--- src/rtl/fetch_fault_pkg.sv ---
// Package: shared exception encoding for the fetch fault merger.
// Assumes a 2-bit code with priority translation > protection > access.
package fetch_fault_pkg;
    typedef enum logic [1:0] {
        EXC_NONE = 2'b00,
        EXC_XLAT = 2'b01,
        EXC_PROT = 2'b10,
        EXC_ACC  = 2'b11
    } exc_code_e;
endpackage

--- src/rtl/ffm_parity_check.sv ---
// ffm_parity_check: registered even-parity check of one array word.
// The word is split into SEG-bit segments, each with one stored parity bit
// (bit g covers segment g). The registered error is valid one cycle after
// the raw read. Assumes W is a multiple of SEG.
module ffm_parity_check #(
    parameter int W   = 32,
    parameter int SEG = 8,
    localparam int PB = W / SEG
) (
    input  logic          clk,
    input  logic          rst_n,
    input  logic          chk_en_i,
    input  logic [W-1:0]  word_i,
    input  logic [PB-1:0] par_i,
    output logic          err_o
);
    logic [PB-1:0] seg_bad;
    logic          err_q;

    // Per-segment XOR reduction against the stored bit.
    for (genvar g = 0; g < PB; g++) begin : g_seg
        assign seg_bad[g] = (^word_i[g*SEG +: SEG]) ^ par_i[g];
    end

    // Capture the reduced result for the next stage.
    always_ff @(posedge clk) begin
        if (!rst_n) err_q <= 1'b0;
        else        err_q <= chk_en_i & (|seg_bad);
    end

    assign err_o = err_q;

    // An error can only appear after a cycle in which checking was enabled.
    assert_err_needs_enable_R4: assert property (@(posedge clk) disable iff (!rst_n)
        err_o |-> $past(chk_en_i));
endmodule

--- src/rtl/ffm_slot_merge.sv ---
// ffm_slot_merge: combinational merge of one slot's registered fault sources
// into a code, the surviving refill request, the data-ok flag and the error
// flags. Assumes every input comes from the same capture edge.
module ffm_slot_merge
    import fetch_fault_pkg::*;
(
    input  logic       valid_i,
    input  logic       par_en_i,
    input  logic       xlat_i,
    input  logic       prot_i,
    input  logic       miss_i,
    input  logic       tag_bad_i,
    input  logic       data_bad_i,
    output exc_code_e  code_o,
    output logic       fill_req_o,
    output logic       data_ok_o,
    output logic       err_tag_o,
    output logic       err_data_o
);
    logic tag_af, data_af;

    // Integrity failures become faults only under the enable; data only on hits.
    always_comb begin
        tag_af  = par_en_i & tag_bad_i;
        data_af = par_en_i & data_bad_i & ~miss_i;
    end

    // Priority select of the exception code.
    always_comb begin
        if (!valid_i)              code_o = EXC_NONE;
        else if (xlat_i)           code_o = EXC_XLAT;
        else if (prot_i)           code_o = EXC_PROT;
        else if (tag_af | data_af) code_o = EXC_ACC;
        else                       code_o = EXC_NONE;
    end

    // Refill survives only a clean translation, protection and tag result.
    always_comb begin
        fill_req_o = valid_i & miss_i & ~xlat_i & ~prot_i & ~tag_af;
        data_ok_o  = valid_i & ~miss_i & (code_o == EXC_NONE);
        err_tag_o  = valid_i & tag_bad_i;
        err_data_o = valid_i & ~miss_i & data_bad_i;
    end
endmodule

--- src/rtl/fetch_fault_merger.sv ---
// fetch_fault_merger: per-slot capture of translation/protection faults,
// miss intent and parity checks of the tag and data words, merged into one
// exception code per slot, refill cancellation and error reporting.
// Assumes all inputs for a slot arrive in the same cycle; outputs follow one
// rising edge later.
module fetch_fault_merger
    import fetch_fault_pkg::*;
#(
    parameter int SLOTS    = 2,
    parameter int TAG_W    = 20,
    parameter int TAG_SEG  = 10,
    parameter int DATA_W   = 32,
    parameter int DATA_SEG = 8,
    localparam int TAG_PB  = TAG_W / TAG_SEG,
    localparam int DATA_PB = DATA_W / DATA_SEG
) (
    input  logic                      clk,
    input  logic                      rst_n,
    input  logic                      parity_en_i,
    input  logic [SLOTS-1:0]          rd_valid_i,
    input  logic [SLOTS*TAG_W-1:0]    tag_word_i,
    input  logic [SLOTS*TAG_PB-1:0]   tag_par_i,
    input  logic [SLOTS*DATA_W-1:0]   data_word_i,
    input  logic [SLOTS*DATA_PB-1:0]  data_par_i,
    input  logic [SLOTS-1:0]          xlat_fault_i,
    input  logic [SLOTS-1:0]          prot_fault_i,
    input  logic [SLOTS-1:0]          miss_req_i,
    output logic [2*SLOTS-1:0]        exc_code_o,
    output logic [SLOTS-1:0]          fill_req_o,
    output logic [SLOTS-1:0]          data_ok_o,
    output logic [SLOTS-1:0]          err_tag_o,
    output logic [SLOTS-1:0]          err_data_o,
    output logic                      err_any_o
);
    logic par_en_q;

    // Capture the global enable alongside the slot data.
    always_ff @(posedge clk) begin
        if (!rst_n) par_en_q <= 1'b0;
        else        par_en_q <= parity_en_i;
    end

    for (genvar s = 0; s < SLOTS; s++) begin : g_slot
        logic      valid_q, xlat_q, prot_q, miss_q;
        logic      tag_bad, data_bad;
        exc_code_e code;

        // Capture the slot's fault sources and miss intent.
        always_ff @(posedge clk) begin
            if (!rst_n) begin
                valid_q <= 1'b0;
                xlat_q  <= 1'b0;
                prot_q  <= 1'b0;
                miss_q  <= 1'b0;
            end else begin
                valid_q <= rd_valid_i[s];
                xlat_q  <= xlat_fault_i[s];
                prot_q  <= prot_fault_i[s];
                miss_q  <= miss_req_i[s];
            end
        end

        ffm_parity_check #(.W(TAG_W), .SEG(TAG_SEG)) u_tag_chk (
            .clk      (clk),
            .rst_n    (rst_n),
            .chk_en_i (rd_valid_i[s]),
            .word_i   (tag_word_i[s*TAG_W +: TAG_W]),
            .par_i    (tag_par_i[s*TAG_PB +: TAG_PB]),
            .err_o    (tag_bad)
        );

        ffm_parity_check #(.W(DATA_W), .SEG(DATA_SEG)) u_data_chk (
            .clk      (clk),
            .rst_n    (rst_n),
            .chk_en_i (rd_valid_i[s] & ~miss_req_i[s]),
            .word_i   (data_word_i[s*DATA_W +: DATA_W]),
            .par_i    (data_par_i[s*DATA_PB +: DATA_PB]),
            .err_o    (data_bad)
        );

        ffm_slot_merge u_merge (
            .valid_i    (valid_q),
            .par_en_i   (par_en_q),
            .xlat_i     (xlat_q),
            .prot_i     (prot_q),
            .miss_i     (miss_q),
            .tag_bad_i  (tag_bad),
            .data_bad_i (data_bad),
            .code_o     (code),
            .fill_req_o (fill_req_o[s]),
            .data_ok_o  (data_ok_o[s]),
            .err_tag_o  (err_tag_o[s]),
            .err_data_o (err_data_o[s])
        );

        assign exc_code_o[2*s +: 2] = code;

        // Translation fault always owns the code.
        assert_xlat_wins_R3: assert property (@(posedge clk) disable iff (!rst_n)
            $past(rd_valid_i[s] & xlat_fault_i[s]) |-> code == EXC_XLAT);
        // With checking off no access fault is produced.
        assert_no_af_when_off_R6: assert property (@(posedge clk) disable iff (!rst_n)
            !$past(parity_en_i) |-> code != EXC_ACC);
        // A surviving request never carries a higher-priority fault.
        assert_req_clean_R7: assert property (@(posedge clk) disable iff (!rst_n)
            fill_req_o[s] |-> (code != EXC_XLAT && code != EXC_PROT && $past(miss_req_i[s])));
        // Delivered instructions are never flagged faulting or corrupt under enable.
        assert_data_ok_clean_R8: assert property (@(posedge clk) disable iff (!rst_n)
            data_ok_o[s] |-> (code == EXC_NONE && !(err_data_o[s] && par_en_q)));
        // Error reports only follow a valid slot.
        assert_err_after_valid_R9: assert property (@(posedge clk) disable iff (!rst_n)
            (err_tag_o[s] | err_data_o[s]) |-> $past(rd_valid_i[s]));
        // Data errors never reported for a missing slot.
        assert_miss_no_data_err_R10: assert property (@(posedge clk) disable iff (!rst_n)
            $past(miss_req_i[s]) |-> !err_data_o[s]);
        // An idle slot stays quiet.
        assert_idle_quiet_R11: assert property (@(posedge clk) disable iff (!rst_n)
            !$past(rd_valid_i[s]) |-> (code == EXC_NONE && !fill_req_o[s] && !data_ok_o[s]));
    end

    // Aggregate error report across slots.
    always_comb err_any_o = (|err_tag_o) | (|err_data_o);
endmodule

--- config.mk ---
export PLATFORM = sky130hd
export DESIGN_NAME = fetch_fault_merger
export DESIGN_NICKNAME = d
export VERILOG_FILES = /design/src/rtl/fetch_fault_pkg.sv /design/src/rtl/ffm_parity_check.sv /design/src/rtl/ffm_slot_merge.sv /design/src/rtl/fetch_fault_merger.sv
export SDC_FILE = /design/constraint.sdc
export NUM_CORES = 1
export LEC_CHECK = 0
export CORE_ASPECT_RATIO = 0.9
export CORE_MARGIN = 4
export CORE_UTILIZATION = 55
export CTS_CLUSTER_DIAMETER = 150
export DETAILED_ROUTE_END_ITERATION = 10
export DONT_BUFFER_PORTS = 1
export GPL_TIMING_DRIVEN = 0
export PLACE_DENSITY = 0.77
export SLEW_MARGIN = 25
export SYNTH_ARGS = -nofsm -noshare
export SYNTH_HDL_FRONTEND = slang
export SYNTH_SLANG_ARGS = --single-unit
--- constraint.sdc ---
create_clock -name clk -period 1.1 [get_ports clk]
set_input_delay 0 -clock clk [delete_from_list [all_inputs] [get_ports clk]]
set_output_delay 0 -clock clk [all_outputs]
set_load 0.01 [all_outputs]
; Word level (Yosys, flattened, before mapping)
; Cells that the tools add are included.
[classes]
reduce_logical = 20
muxes = 8
n_bitwise = 53
[ops]
columns = cell, n
row1 = 8-bit parity, 8
row2 = 10-bit parity, 4
row3 = 1-bit bitwise AND, 28
row4 = 2-bit 2-to-1 mux, 8
row5 = 1-bit XOR, 12
row6 = 1-bit inverter, 10
row7 = 2-bit OR reduction, 4
row8 = 4-bit OR reduction, 2
row9 = 2-bit zero test, 2
row10 = 1-bit bitwise OR, 3
[word_totals]
register_bits = 13

; Logic depth before layout (Yosys ltp)
[logic_depth]
ltp_word = 9
depth_mapped = 5
depth_no_buf = 4

; Modules after synthesis
; Synthesis repeated with hierarchy kept, for this count alone.
[hier_totals]
hier_cells = 153
hier_area_um2 = 1582.8
[by_module_without_submodules]
columns = mod, area_per_inst_um2, n_inst, seq_area_each_um2, cells_each
row1 = ffm_parity_check (g_slot[0].u_data_chk ...), 351.6, 2, 20.0, 31
row2 = ffm_parity_check (g_slot[0].u_tag_chk ...), 221.5, 2, 20.0, 21
row3 = fetch_fault_merger, 256.5, 1, 180.2, 21
row4 = ffm_slot_merge, 90.1, 2, 0.0, 14

; Worst setup path after synthesis
; OpenSTA, ideal clock, no wires.
[synth_path]
kind = register to output
from = reg g_slot[0].u_data_chk.err_q
to = out err_any_o
slack_ns = 0.036
stages_incl_launch_ff = 4
required_ns = 1.100
n_path_buf = 0
arrival_ns = 1.064
cell_sequence = dfxtp_1 > nor2b_1 > and2_1 > or4_1
[synth_via]
elab_chain_len = 3
[synth_rtl]
columns = item, line_no
row1 = from (decl), ffm_parity_check.sv:18  ; logic err_q;
row2 = from (signal assigned), ffm_parity_check.sv:28  ; else err_q <= chk_en_i & (|seg_bad);
row3 = 1-bit bitwise AND, ffm_slot_merge.sv:42  ; err_data_o = valid_i & ~miss_i & data_bad_i;
row4 = net g_slot[0].u_merge.err_data_o, ffm_slot_merge.sv:18  ; output logic err_data_o
row5 = 2-bit OR reduction, fetch_fault_merger.sv:122  ; always_comb err_any_o = (|err_tag_o) | (|err_data_o);
row6 = 1-bit bitwise OR, fetch_fault_merger.sv:122
row7 = to (decl), fetch_fault_merger.sv:33  ; output logic err_any_o
; The timed path passes the listed nets, and every way through them passes these cells.

; Worst setup path in the final report
[layout_path]
from = reg g_slot[1].u_data_chk.err_q
to = out err_any_o
[layout_via]
elab_chain_len = 3
[layout_rtl]
columns = item, line_no
row1 = from (decl), ffm_parity_check.sv:18
row2 = from (signal assigned), ffm_parity_check.sv:28
row3 = 1-bit bitwise AND, ffm_slot_merge.sv:42
row4 = net g_slot[1].u_merge.err_data_o, ffm_slot_merge.sv:18
row5 = 2-bit OR reduction, fetch_fault_merger.sv:122
row6 = 1-bit bitwise OR, fetch_fault_merger.sv:122
; The timed path passes the listed nets, and every way through them passes these cells.

==> reports/results.ini <==
[status]
status = finished, violations left
violations = negative setup slack

[clock_tree]
ctsLongestPathBuffers = 2
cts-root-buf = clkbuf_4
h-tree-depth = 1
clock-sinks = 13
tritoncts = built
path_clk_slew_ps = 70
cts_buffers = 3

[layout]
num-nets-final = 303
diodes = 0
final_core_util_pct = 69.6
final_area_mm2 = 0.00193
areaGrowthSynthToFinish_pct = 20.8
stdcell_count = 215
drive_above_1_share_pct = 25.1

[timing]
worst_slew_margin_rel_pct = 75.1
rsz0062_at_grt = true
max_slew.worst_pin.slew_ps = 373
setup_viol = 6
fin_crit_ps = 1310
timing.hold.ws_ps = 68.3
fmax_ghz = 0.763
hold_viol_final = 0
fin_setup_tns_ps = -620
final.period_utilization_pct = 119
slew_viol_final = 0
setup_ws_ps = -211

[yosys]
syn_area_mm2 = 0.00160
syn_inst = 156
synth_seq_area_share_pct = 16.3
ys_seq_elements = 13
postSynthAreaPerCell_um2 = 10.2
synth_cell_types = 21
synth_area_leaders = xnor2_1, xnor3_1, dfxtp_1
synth.largest_area_cell = xnor2_1
syn-num-nets = 283
synth_top_area_share_pct = 28.5
yosys_warnings = 0

[grt]
grt_max_degree = 10
grt_usage_pct = 16.0
grt_pass1_vias = 1187
overflow = 0
grt_pass1_wl_um = 4870
antenna_found_initial = 0

[critical_path]
crit_slowest_cell = or4_4
worstPathCellList = nor2b_4, and2_4, or4_4
crit_buf_inv = 0
critPathRequiredTime_ps = 1100
arrival_ps = 1310
crit_family = simple AND/OR/NAND/NOR gates
path_class = flop to output port
cp-start-kind = flop
cp-end-kind = output port
crit_path_max_incr_delay_ps = 500
crit_path_max_fanout = 2

[place]
dp.cells = 196
dp_slack_ps = -18.0
dp_hpwl_um = 2760
port_buffers = 0
dpl-instance-area_mm2 = 0.00165
finalWeightedCongestion = 0.701

[floorplan]
fp.dieArea_mm2 = 0.00383
boundaryPins = 140
start_util_pct = 57.6
die_w_um = 64.8
die-height_um = 59.1
num_rows = 18
core_area_mm2 = 0.00277

[routing]
num_vias = 1107
routedWlPerCell_um = 15.4
ant_nets = 0
finalWirelength_um = 3300
route.detailed.drc = 0
dr.pass1.iters = 2
vias_per_cell = 5.15
drt_iter0_drc = 11

[worst_hold_path]
hp-class = input pin to flop
hp-start = tag_word_i[6]
holdPathStages = 3
hold_path_end = g_slot[0].u_tag_chk.err_o

[flow_run]
cap_violations = 0

[power_and_ir_drop]
vdd_drop_max_v = 0.000465
finalPower_mw = 1.81
p_leak_nw = 0.788
powerDensity_mw_per_mm2 = 938

[synth_stat cells, drive strengths merged]
library cell / count
a21oi: 2
nor2: 2
buf: 8
and2: 13
a2111oi: 1
nand2b: 4
or4: 1
nor2b: 2
dfxtp: 13
xor2: 24
o21ai: 2
inv: 3
xnor3: 12
nor3: 3
o21a: 2
a41oi: 2
xnor2: 56
nand2: 4
a21boi: 2
[where the power goes]
part           switching [mW]  internal [mW]
Clock                   0.130          0.140
Sequential             0.0376          0.511
Combinational           0.319          0.670
[worst max path at each step]
stage,end,from,cells past startpoint,slack [ps]
floorplan,err_any_o,g_slot[0].u_data_chk.err_o,3,40
detailed placement,err_any_o,g_slot[0].miss_q,3,-20
global route,data_ok_o[1],g_slot[1].u_data_chk.err_o,5,-270
CTS,err_any_o,g_slot[1].u_data_chk.err_o,3,-220
finish,err_any_o,g_slot[1].u_data_chk.err_o,3,-210
global placement,err_any_o,g_slot[0].u_data_chk.err_o,3,-5
[metal layers]
metal / GRT usage, % / vias to the layer above / wire length (µm)
li1: - / 530 / -
met4: 3.61 / 0 / 27
met2: 33.1 / 77 / 1890
met5: 0 / - / 0
met1: 15.0 / 498 / 989
met3: 5.12 / 2 / 394
[logic make-up after synthesis]
family / after synthesis / share of synthesized area [%]
xor+xnor: 92 / 64.2
simple gates: 29 / 10.3
flops: 13 / 16.3
compound gates: 11 / 4.78
buf+inv: 11 / 4.47
[sequential cells by signal (all words and copies together) (netlist names)]
signal and cells:
g_slot.miss_q 2, g_slot.prot_q 2, g_slot.u_data_chk.err_o 2, g_slot.u_tag_chk.err_o 2, g_slot.valid_q 2, g_slot.xlat_q 2
par_en_q 1
[cell type report]
| cell class | count | area [µm²] |
|---|---|---|
| multi-input combinational | 132 | 1360 |
| sequential | 13 | 277 |
| tap | 40 | 50.0 |
| inverter | 3 | 11.3 |
| fill | 205 | 843 |
| buffer | 8 | 60.1 |
| timing repair buffer | 15 | 141 |
| clock buffer | 4 | 26.3 |
[what timing repair did]
action / CTS / global route
cloned: 0 / 0
pin swaps: 7 / 5
gates resized for setup: 20 / 13
hold buffers: 10 / 0
setup endpoints to repair: 8 / 9
endpoints found under the hold margin: 11 / 0
setup buffers: 3 / 2
[layout by cell type, fill, tap and decap left out, drive strengths merged, types with 3 or more instances in the layout]
| cell | n |
|---|---|
| xnor2 | 56 |
| xor2 | 24 |
| buf | 13 |
| and2 | 13 |
| dfxtp | 13 |
| xnor3 | 12 |
| dlygate4sd3 | 10 |
| nand2 | 4 |
| clkbuf | 4 |
| nand2b | 4 |
| nor3 | 3 |
| inv | 3 |
No activity file was read; power rests on OpenSTA's default activity.
